--- src/rtl/pbus_pkg.sv ---
package pbus_pkg;
   localparam int PKG_AW = 24;
   localparam int NREG   = 5;

   localparam int RG_XRAM = 0;
   localparam int RG_MSG1 = 1;
   localparam int RG_MSG2 = 2;
   localparam int RG_PWM  = 3;
   localparam int RG_MISC = 4;

   localparam logic [PKG_AW-1:0] RG_LO [NREG] = '{24'h008000, 24'h00EF00, 24'h00EE00, 24'h00EC00, 24'h00C000};
   localparam logic [PKG_AW-1:0] RG_HI [NREG] = '{24'h00BFFF, 24'h00EFFF, 24'h00EEFF, 24'h00ECFF, 24'h00C3FF};
   localparam int RG_BIT [NREG] = '{2, 0, 1, 4, 3};
   localparam int RG_WS  [NREG] = '{0, 2, 2, 2, 0};

   function automatic int max_ws();
      int m = 0;
      for (int i = 0; i < NREG; i++) if (RG_WS[i] > m) m = RG_WS[i];
      return m;
   endfunction

   function automatic int max_bit();
      int m = 0;
      for (int i = 0; i < NREG; i++) if (RG_BIT[i] > m) m = RG_BIT[i];
      return m;
   endfunction
endpackage

--- src/rtl/pbus_cfg_latch.sv ---
module pbus_cfg_latch #(
   parameter int SEL_W = 5
) (
   input  logic             clk_i,
   input  logic             rst_ni,
   input  logic             gen_i,
   input  logic [SEL_W-1:0] psel_i,
   output logic             en_o,
   output logic [SEL_W-1:0] vis_o
);
   logic             en_q;
   logic [SEL_W-1:0] sel_q;

   always_ff @(posedge clk_i or negedge rst_ni) begin
      if (!rst_ni) begin
         en_q  <= 1'b0;
         sel_q <= '0;
      end else if (!en_q && gen_i) begin
         en_q  <= 1'b1;
         sel_q <= psel_i;
      end
   end

   assign en_o  = en_q;
   assign vis_o = en_q ? sel_q : '0;
endmodule

--- src/rtl/pbus_match.sv ---
module pbus_match #(
   parameter int            AW = 24,
   parameter logic [AW-1:0] LO = '0,
   parameter logic [AW-1:0] HI = '1
) (
   input  logic [AW-1:0] addr_i,
   output logic          hit_o
);
   if (LO > HI) begin : g_bad_range
      $error("pbus_match: empty range");
   end

   assign hit_o = (addr_i >= LO) && (addr_i <= HI);
endmodule

--- src/rtl/pbus_wait_ctr.sv ---
module pbus_wait_ctr #(
   parameter int AW    = 24,
   parameter int CNT_W = 2
) (
   input  logic             clk_i,
   input  logic             rst_ni,
   input  logic             acc_i,
   input  logic [AW-1:0]    addr_i,
   input  logic [CNT_W-1:0] ws_i,
   output logic             rdy_o
);
   logic             act_q;
   logic [AW-1:0]    addr_q;
   logic [CNT_W-1:0] cnt_q;
   logic             new_acc;
   logic [CNT_W-1:0] elapsed;

   assign new_acc = acc_i && (!act_q || (addr_i != addr_q));
   assign elapsed = new_acc ? '0 : cnt_q;
   assign rdy_o   = acc_i && (elapsed == ws_i);

   always_ff @(posedge clk_i or negedge rst_ni) begin
      if (!rst_ni) begin
         act_q  <= 1'b0;
         addr_q <= '0;
         cnt_q  <= '0;
      end else if (!acc_i || rdy_o) begin
         act_q <= 1'b0;
         cnt_q <= '0;
      end else begin
         act_q  <= 1'b1;
         addr_q <= addr_i;
         cnt_q  <= elapsed + CNT_W'(1);
      end
   end
endmodule

--- src/rtl/pbus_decode.sv ---
module pbus_decode
   import pbus_pkg::*;
#(
   parameter int ADDR_W = 24,
   parameter int SEL_W  = 5,
   parameter int CNT_W  = 2
) (
   input  logic              clk_i,
   input  logic              rst_ni,
   input  logic [ADDR_W-1:0] addr_i,
   input  logic              rd_i,
   input  logic              wr_i,
   input  logic              gen_i,
   input  logic [SEL_W-1:0]  psel_i,
   output logic              xram_sel_o,
   output logic              msg1_sel_o,
   output logic              msg2_sel_o,
   output logic              pwm_sel_o,
   output logic              misc_sel_o,
   output logic              ext_sel_o,
   output logic              rdy_o
);
   localparam int MAX_WS  = max_ws();
   localparam int MAX_BIT = max_bit();

   if (ADDR_W != PKG_AW) begin : g_bad_aw
      $error("pbus_decode: ADDR_W must match the region table");
   end
   if (MAX_WS >= (1 << CNT_W)) begin : g_bad_cnt
      $error("pbus_decode: CNT_W too narrow for wait states");
   end
   if (MAX_BIT >= SEL_W) begin : g_bad_sel
      $error("pbus_decode: SEL_W too narrow for selection bits");
   end

   logic              acc;
   logic              cfg_en;
   logic [SEL_W-1:0]  vis;
   logic [NREG-1:0]   hit_en;
   logic [NREG-1:0]   sel_vec;
   logic [CNT_W-1:0]  ws_need;

   assign acc = rd_i | wr_i;

   pbus_cfg_latch #(.SEL_W(SEL_W)) u_cfg (
      .clk_i  (clk_i),
      .rst_ni (rst_ni),
      .gen_i  (gen_i),
      .psel_i (psel_i),
      .en_o   (cfg_en),
      .vis_o  (vis)
   );

   for (genvar r = 0; r < NREG; r++) begin : g_rg
      logic hit;
      pbus_match #(
         .AW (ADDR_W),
         .LO (ADDR_W'(RG_LO[r])),
         .HI (ADDR_W'(RG_HI[r]))
      ) u_match (
         .addr_i (addr_i),
         .hit_o  (hit)
      );
      assign hit_en[r]  = hit & vis[RG_BIT[r]];
      assign sel_vec[r] = acc & hit_en[r];
   end

   always_comb begin
      ws_need = '0;
      for (int r = 0; r < NREG; r++) begin
         if (hit_en[r]) ws_need = ws_need | CNT_W'(RG_WS[r]);
      end
   end

   pbus_wait_ctr #(.AW(ADDR_W), .CNT_W(CNT_W)) u_wait (
      .clk_i  (clk_i),
      .rst_ni (rst_ni),
      .acc_i  (acc),
      .addr_i (addr_i),
      .ws_i   (ws_need),
      .rdy_o  (rdy_o)
   );

   assign xram_sel_o = sel_vec[RG_XRAM];
   assign msg1_sel_o = sel_vec[RG_MSG1];
   assign msg2_sel_o = sel_vec[RG_MSG2];
   assign pwm_sel_o  = sel_vec[RG_PWM];
   assign misc_sel_o = sel_vec[RG_MISC];
   assign ext_sel_o  = acc & ~(|hit_en);
endmodule

--- config.mk ---
export PLATFORM = sky130hd
export DESIGN_NAME = pbus_decode
export DESIGN_NICKNAME = d
export VERILOG_FILES = /design/src/rtl/pbus_pkg.sv /design/src/rtl/pbus_cfg_latch.sv /design/src/rtl/pbus_match.sv /design/src/rtl/pbus_wait_ctr.sv /design/src/rtl/pbus_decode.sv
export SDC_FILE = /design/constraint.sdc
export NUM_CORES = 1
export LEC_CHECK = 0
export BUFFER_PORTS_ARGS = -buffer_cell sky130_fd_sc_hd__buf_4
export CAP_MARGIN = 20
export CORE_MARGIN = 5
export CORE_UTILIZATION = 50
export CTS_CLUSTER_SIZE = 30
export DETAILED_ROUTE_END_ITERATION = 8
export PLACE_DENSITY_LB_ADDON = 0.2
export SLEW_MARGIN = 20
export SYNTH_ARGS = -nofsm -noshare
export SYNTH_HDL_FRONTEND = slang
export SYNTH_SLANG_ARGS = --single-unit
export TNS_END_PERCENT = 30
--- constraint.sdc ---
create_clock -name clk_i -period 2.75 [get_ports clk_i]
set_input_delay 0.275 -clock clk_i [delete_from_list [all_inputs] [get_ports clk_i]]
set_output_delay 0.275 -clock clk_i [all_outputs]
set_load 0.02 [all_outputs]
==> summary.md, run 1 <==
| Metric | Value |
|---|---|
| Antenna violations before repair | `0` |
| Syn avg cell area | `10.4 um^2` |
| DRC errors left | `0` |
| Vias in the first global route | `1736` |
| Grt ovf | `0` |
| Hold Crit Class | `in2reg` |
| Power Dens Cells | `392 mW/mm^2` |
| Slew headroom | `62.3%` |
| Vias per inst | `5.68` |
| LEAKAGE | `1.12 nW` |
| Num Clock Sinks | `33` |
| Final TNS setup | `0 ps` |
| Crit share post-route | `93.2%` |
| Max-slew violation count | `0` |
| IO Count | `41` |
| Synth top cells by count | `33 x dfrtp_1, 24 x xor2_1, 13 x mux2_2, 13 x nand2_1` |
| Syn_nets | `236` |
| Starting DRT DRC Count | `88` |
| Share of layout cells above drive strength 1 | `32.5%` |
| PortBufs | `40` |
| Setup Fix Bufs, Post-CTS | `0` |
| WL/cell | `16.2 um` |
| #FFs+latches synth | `33` |
| Final setup vio count | `0` |
| Synth Instances | `202` |
| Mapped Area | `0.00209 mm^2` |
| Seq/Total Area, Yosys | `39.5%` |
| Clock tree root buffer cell | `clkbuf_8` |
| CORE AREA | `0.00403 mm^2` |
| Clock buffers created by TritonCTS | `5` |
| Area Growth Syn to Fin | `23.0%` |
| Req. time, crit path | `2480 ps` |
| Max Fanout on Critical Path | `4` |
| Nets | `286` |
| Worst-path clk slew | `70 ps` |
| Detailed-route wire length | `4.90 mm` |
| Max VDD drop | `0.279 mV` |
| WP data arrival | `2290 ps` |
| Synth Flop Type | `dfrtp_1` |
| Post-synth ARST share | `100%` |
| Final clock skew | `4.79 ps` |
| Fin crit period | `2560 ps` |
| DR vias | `1714` |
| Total power | `1.01 mW` |
| Achievable Freq | `390 MHz` |
| FILL cells | `338` |
| First-pass detailed-route iteration total | `4` |
| Die area | `0.00558 mm^2` |
| Number of synthesized flops with an enable pin | `0` |
| Distinct cells, synth | `45` |
| TritonCTS clock tree | `built` |
| Overall die width | `74.7 um` |
| Post-route ant nets | `0` |
| Maxcap violations | `0` |
| Crit end category | `output pin` |
| Hpwl dp | `3.73 mm` |
| Die Y | `74.7 um` |
| Total Routing Usage GR | `19.1%` |
| Yosys warns | `0` |
| Routability Congestion | `0.908` |
| Worst slew pin tran | `563 ps` |
| Synth top area cells | `dfrtp_1 39%, xor2_1 10%, mux2_2 7.0%` |
| Largest area contributor in the netlist | `dfrtp_1` |
| Antenna cells | `0` |
| Core Rows | `23` |
| First-pass GRT wire length | `8.14 mm` |
| Crit path kind | `reg2out` |
| Post-layout util | `63.9%` |
| Most common cell in the netlist | `dfrtp_1` |
| Final number of hold-violating endpoints | `0` |
| Clk_lat worst skew | `290 ps` |
| Startpoint types | `flip-flop` |
| Initial Utilization | `52.0%` |
| Yosys top cell area share | `39.5%` |
| Status | `finished, final reports clean` |
| Clk buf depth | `2` |
| RSZ-0062 raised after global routing | `false` |
| Largest net degree at the start of global routing | `34` |
| H-tree levels | `2` |
[per-layer routing]
metal / GRT usage [%] / up-vias / wire length [um]
met1: 26.2 / 818 / 2330
met5: 0 / - / 0
li1: - / 845 / -
met4: 6.32 / 0 / 97
met2: 30.0 / 42 / 2210
met3: 4.27 / 9 / 258
[timing repair]
item                                    in CTS  in global routing
gates resized for setup                      0                  1
hold buffers                                 1                  0
hold endpoints to repair                    33                  0
endpoints found under the setup margin       0                  1
[final timing paths]
path	start	end	slack (ps)	cells after the start
setup reg to reg	u_cfg.en_o$_DFFE_PN0P_	u_wait.addr_q[22]$_DFFE_PN0N_	280	7
hold / removal	gen_i	u_cfg.en_o$_DFFE_PN0P_	170	2
max in group asynchronous	rst_ni	u_wait.addr_q[7]$_DFFE_PN0N_	1980	2
hold reg to reg	u_cfg.sel_q[3]$_DFFE_PN0P_	u_cfg.sel_q[3]$_DFFE_PN0P_	520	1
min in group asynchronous	rst_ni	u_wait.addr_q[3]$_DFFE_PN0N_	460	2
setup / recovery	u_cfg.en_o$_DFFE_PN0P_	rdy_o	190	7
[power breakdown]
group	leakage [nW]	internal [mW]	switching, mW
registers	0.390	0.494	0.00526
logic	0.689	0.0611	0.0663
clock network	0.0433	0.198	0.186
[cells in the final DEF, fill, tap and decap left out, types with 3 or more instances in the layout]
master	instances
a221o_1	4
o2bb2ai_1	5
dfrtp_1	33
nand3_1	6
nor4_1	10
o22ai_1	3
nor2_1	6
inv_1	11
nor3_1	8
xor2_1	24
o2bb2a_1	4
buf_4	46
nor2b_1	3
o21ai_0	11
a21oi_1	3
nand4_1	3
clkbuf_8	6
nand2_1	13
mux2_4	4
mux2i_1	5
mux2_2	13
[flip-flops by register name, summed over array words and instances, names as in the netlist]
| name | flops |
|---|---|
| u_cfg.en_o | 1 |
| u_wait.cnt_q | 2 |
| u_wait.addr_q | 24 |
| u_wait.act_q | 1 |
| u_cfg.sel_q | 5 |
[worst max-delay path, cell delays in order, from the launching register on]
cell,delay [ps]
dfrtp_1,350
or4bb_2,640
nor4_4,180
and2_2,250
buf_4,140
mux2i_1,70
o21a_1,200
buf_4,150
[layout make-up]
cell class | instances | area (um^2) | share of cell area, %
multi-input combinational | 153 | 1180 | 45.8
sequential | 33 | 826 | 32.1
tap | 50 | 62.6 | 2.43
inverter | 11 | 41.3 | 1.60
timing repair buffer | 48 | 375 | 14.6
clock inverter | 1 | 7.51 | 0.292
clock buffer | 6 | 82.6 | 3.21
[cell families (layout without fill, tap and decap cells)]
family	Yosys count	count (layout)	share of synthesized area, %
simple gates	69	69	20.9
compound gates	38	38	13.1
flops	33	33	39.4
buf+inv	16	66	4.24
mux	22	22	12.3
xor+xnor	24	24	10.0
[metrics by stage]
step,cells,cell area (um^2),worst slack [ps],hold slack [ps]
after global placement,294,2470,119,242
after detailed placement,294,2470,60.4,247
after CTS,302,2570,107,168
final,302,2570,188,172
after global routing,302,2570,30.7,177
after floorplan,202,2090,92.7,-20.6
Power figures use the tool's default switching activity.
==> inputs of run 2 (changes only) <==
--- a/config.mk
+++ b/config.mk
@@ -5,13 +5,15 @@
 export SDC_FILE = /design/constraint.sdc
 export NUM_CORES = 1
 export LEC_CHECK = 0
+export ABC_AREA = 1
 export BUFFER_PORTS_ARGS = -buffer_cell sky130_fd_sc_hd__buf_4
 export CAP_MARGIN = 20
 export CORE_MARGIN = 5
-export CORE_UTILIZATION = 50
+export CORE_UTILIZATION = 49
 export CTS_CLUSTER_SIZE = 30
 export DETAILED_ROUTE_END_ITERATION = 8
 export PLACE_DENSITY_LB_ADDON = 0.2
+export REMOVE_ABC_BUFFERS = 1
 export SLEW_MARGIN = 20
 export SYNTH_ARGS = -nofsm -noshare
 export SYNTH_HDL_FRONTEND = slang
==> run 2 against run 1 <==
Net effect:
- sequential power fell by 3%
- combinational power fell by 10%
- register-to-register slack gained 500 ps
- via count rose by 12%
- design area down 4.5%
- synthesized area down 3.3%
- clock skew shrank 1.1 ps
- first-iteration DRC count rose by 45%
- worst hold slack improved by 49 ps
- routed wire length decreased by 3.8%
- core utilization down 2.4 points
- non-clock buffer count shrank 5
- critical endpoint unchanged
- highest routed layer unchanged
==> summary.md, run 2 <==
| Metric | Value |
|---|---|
| Status | `finished, final reports clean` |
| Req. time, crit path | `2480 ps` |
| WP data arrival | `2010 ps` |
| Max-slew violation count | `0` |
| Startpoint types | `flip-flop` |
| Die area | `0.00552 mm^2` |
| H-tree levels | `2` |
| Die Y | `74.3 um` |
| FILL cells | `401` |
| Post-synth ARST share | `100%` |
| Largest family of logic cells by synthesized area | `simple AND/OR/NAND/NOR gates` |
| Nets | `378` |
| Grt ovf | `0` |
| Setup Fix Bufs, Post-CTS | `0` |
| Post-layout util | `61.5%` |
| Post-Synth Adder-Cell Area | `0%` |
| Crit path kind | `reg2out` |
| Core Rows | `23` |
| Initial Utilization | `50.6%` |
| Final clock skew | `3.69 ps` |
| Synth Flop Type | `dfrtp_1` |
| Most frequent cells in the layout | `105 x nand2_1, 42 x buf_4, 40 x inv_1, 40 x nand3_1, 38 x nor2_1` |
| Clk buf depth | `2` |
| Distinct cells, synth | `22` |
| Seq/Total Area, Yosys | `40.8%` |
| Post-route ant nets | `0` |
| Crit share post-route | `82.9%` |
| Worst-path clk slew | `60 ps` |
| CORE AREA | `0.00400 mm^2` |
| Worst slew pin tran | `416 ps` |
| Final TNS setup | `0 ps` |
| Crit end category | `output pin` |
| Clock buffers created by TritonCTS | `5` |
| TritonCTS clock tree | `built` |
| Fin crit period | `2280 ps` |
| Total power | `0.963 mW` |
| Maxcap violations | `0` |
| Share of layout cells above drive strength 1 | `18.3%` |
| Post-Synth XOR/XNOR Area | `2.16%` |
| Most common cell after layout, fill and taps aside | `nand2_1` |
| Total Routing Usage GR | `18.8%` |
| Detailed-route wire length | `4.71 mm` |
| Largest net degree at the start of global routing | `34` |
| DR vias | `1917` |
| Routability Congestion | `0.927` |
| IO Count | `41` |
| Biggest regs | `u_wait.addr_q: 24 flops, u_cfg.sel_q: 5 flops, u_wait.cnt_q: 2 flops` |
| Yosys top cell area share | `40.8%` |
| Reg2Reg Setup Slack | `780 ps` |
| Hold Crit Class | `in2reg` |
| Clock tree root buffer cell | `clkbuf_8` |
| Synth top cells by count | `105 x nand2_1, 40 x inv_1, 40 x nand3_1` |
| Clk_lat worst skew | `280 ps` |
| PortBufs | `40` |
| Hold path depth | `2` |
| Largest register FFs | `24` |
| Finished layout cell area | `0.00246 mm^2` |
| Antenna violations before repair | `0` |
| Synth Instances | `300` |
| Yosys warns | `0` |
| Area post-placement | `0.00236 mm^2` |
| Hpwl dp | `3.42 mm` |
| Synth top area cells | `dfrtp_1 41%, nand2_1 19%, nand3_1 9.9%` |
| Mapped Area | `0.00202 mm^2` |
| Syn avg cell area | `6.75 um^2` |
| DRC errors left | `0` |
| Final number of hold-violating endpoints | `0` |
| Overall die width | `74.3 um` |
| Starting DRT DRC Count | `128` |
| WL/cell | `12.0 um` |
| Fraction of synthesized area in multiplexers | `2.78%` |
| Vias in the first global route | `1871` |
| Largest area contributor in the netlist | `dfrtp_1` |
| Max VDD drop | `0.287 mV` |
| RSZ-0062 raised after global routing | `false` |
| Synth Area in Compound Gates | `2.84%` |
| Area Growth Syn to Fin | `21.4%` |
| Antenna cells | `0` |
| Slew headroom | `72.2%` |
| Achievable Freq | `439 MHz` |
| Final setup vio count | `0` |
| Simple-gate share of the synthesized area | `41.5%` |
| First-pass GRT wire length | `8.07 mm` |
| First-pass detailed-route iteration total | `4` |
| Max Fanout on Critical Path | `15` |
| Num Clock Sinks | `33` |
| Power Dens Cells | `392 mW/mm^2` |
| Largest reg by FF count | `u_wait.addr_q` |
| #FFs+latches synth | `33` |
| Number of synthesized flops with an enable pin | `0` |
| Most common cell in the netlist | `nand2_1` |
| LEAKAGE | `1.40 nW` |
| Worst R2R Path Depth | `12` |
| Vias per inst | `4.87` |
[run 2: cell count changes after synthesis, sizes merged, moves of 4 or more]
| cell | delta |
|---|---|
| nand2 | +95 |
| nand3 | +35 |
| nor2 | +34 |
| inv | +32 |
| xor2 | -23 |
| mux2 | -12 |
| nor4 | -11 |
| nor3 | -8 |
| mux2i | -5 |
| o2bb2ai | -5 |
| a221o | -4 |
| o2bb2a | -4 |
| xnor2 | +4 |
[run 2: what timing repair did]
| item | 4_1_cts | 5_1_grt |
|---|---|---|
| endpoints found under the hold margin | 33 | 0 |
| gates resized for setup | 0 | 0 |
| hold buffers | 1 | 0 |
[run 2: critical path: stages (launching register included)]
cell     delay [ps]
dfrtp_1         390
xor2_1          160
nor2_1          150
nand2_1          70
nor2_1           80
nand3_1          80
nand2_1         100
nand2_1         100
nand2_2          90
nand3_4         190
nor2_1          150
buf_4           150
[run 2: worst paths after layout]
check                                        startpoint                       endpoint
hold reg to reg            u_wait.addr_q[1]$_DFFE_PN0N_   u_wait.addr_q[1]$_DFFE_PN0N_
max in group asynchronous                        rst_ni   u_wait.addr_q[4]$_DFFE_PN0N_
setup / recovery           u_wait.addr_q[8]$_DFFE_PN0N_                          rdy_o
setup reg to reg           u_wait.addr_q[8]$_DFFE_PN0N_  u_wait.addr_q[21]$_DFFE_PN0N_
hold / removal                                psel_i[2]     u_cfg.sel_q[2]$_DFFE_PN0P_
min in group asynchronous                        rst_ni  u_wait.addr_q[18]$_DFFE_PN0N_
[run 2: routing by layer]
metal / share of wire [%] / wire [um] / vias up / GRT usage, %
li1: - / - / 1010 / -
met1: 45 / 2120 / 849 / 24.3
met2: 48 / 2250 / 52 / 32.0
met3: 5.9 / 278 / 6 / 4.05
met4: 1.2 / 55 / 0 / 5.34
met5: 0 / 0 / - / 0
[run 2: cells by family (layout without fill, tap and decap cells)]
logic type             Yosys count  after routing
flip-flops                      33             33
XOR/XNOR                         5              5
AND/OR/NAND/NOR                197            197
multiplexers                     5              5
buffers and inverters           49             93
AO/OA/AOI/OAI                   11             11
[run 2: through the flow]
step                setup WS, ps  hold slack [ps]  instances
detailed placement           684              245        386
global placement             718              248        386
CTS                          459              217        394
global route                 240              220        394
finish                       470              221        394
floorplan                    785            -20.6        294
[run 2: final cells by class]
class | instances | area [um^2] | area share, %
multi-input cells | 218 | 997 | 40.6
inverters | 43 | 161 | 6.56
well taps | 50 | 62.6 | 2.54
flip-flops and latches | 33 | 826 | 33.6
repair buffers | 43 | 325 | 13.2
clock buffers | 7 | 86.3 | 3.51
[run 2: power by group]
group	switching, mW	internal, mW	total, mW
registers	0.0000479	0.486	0.486
clock network	0.165	0.198	0.363
logic	0.0641	0.0499	0.114
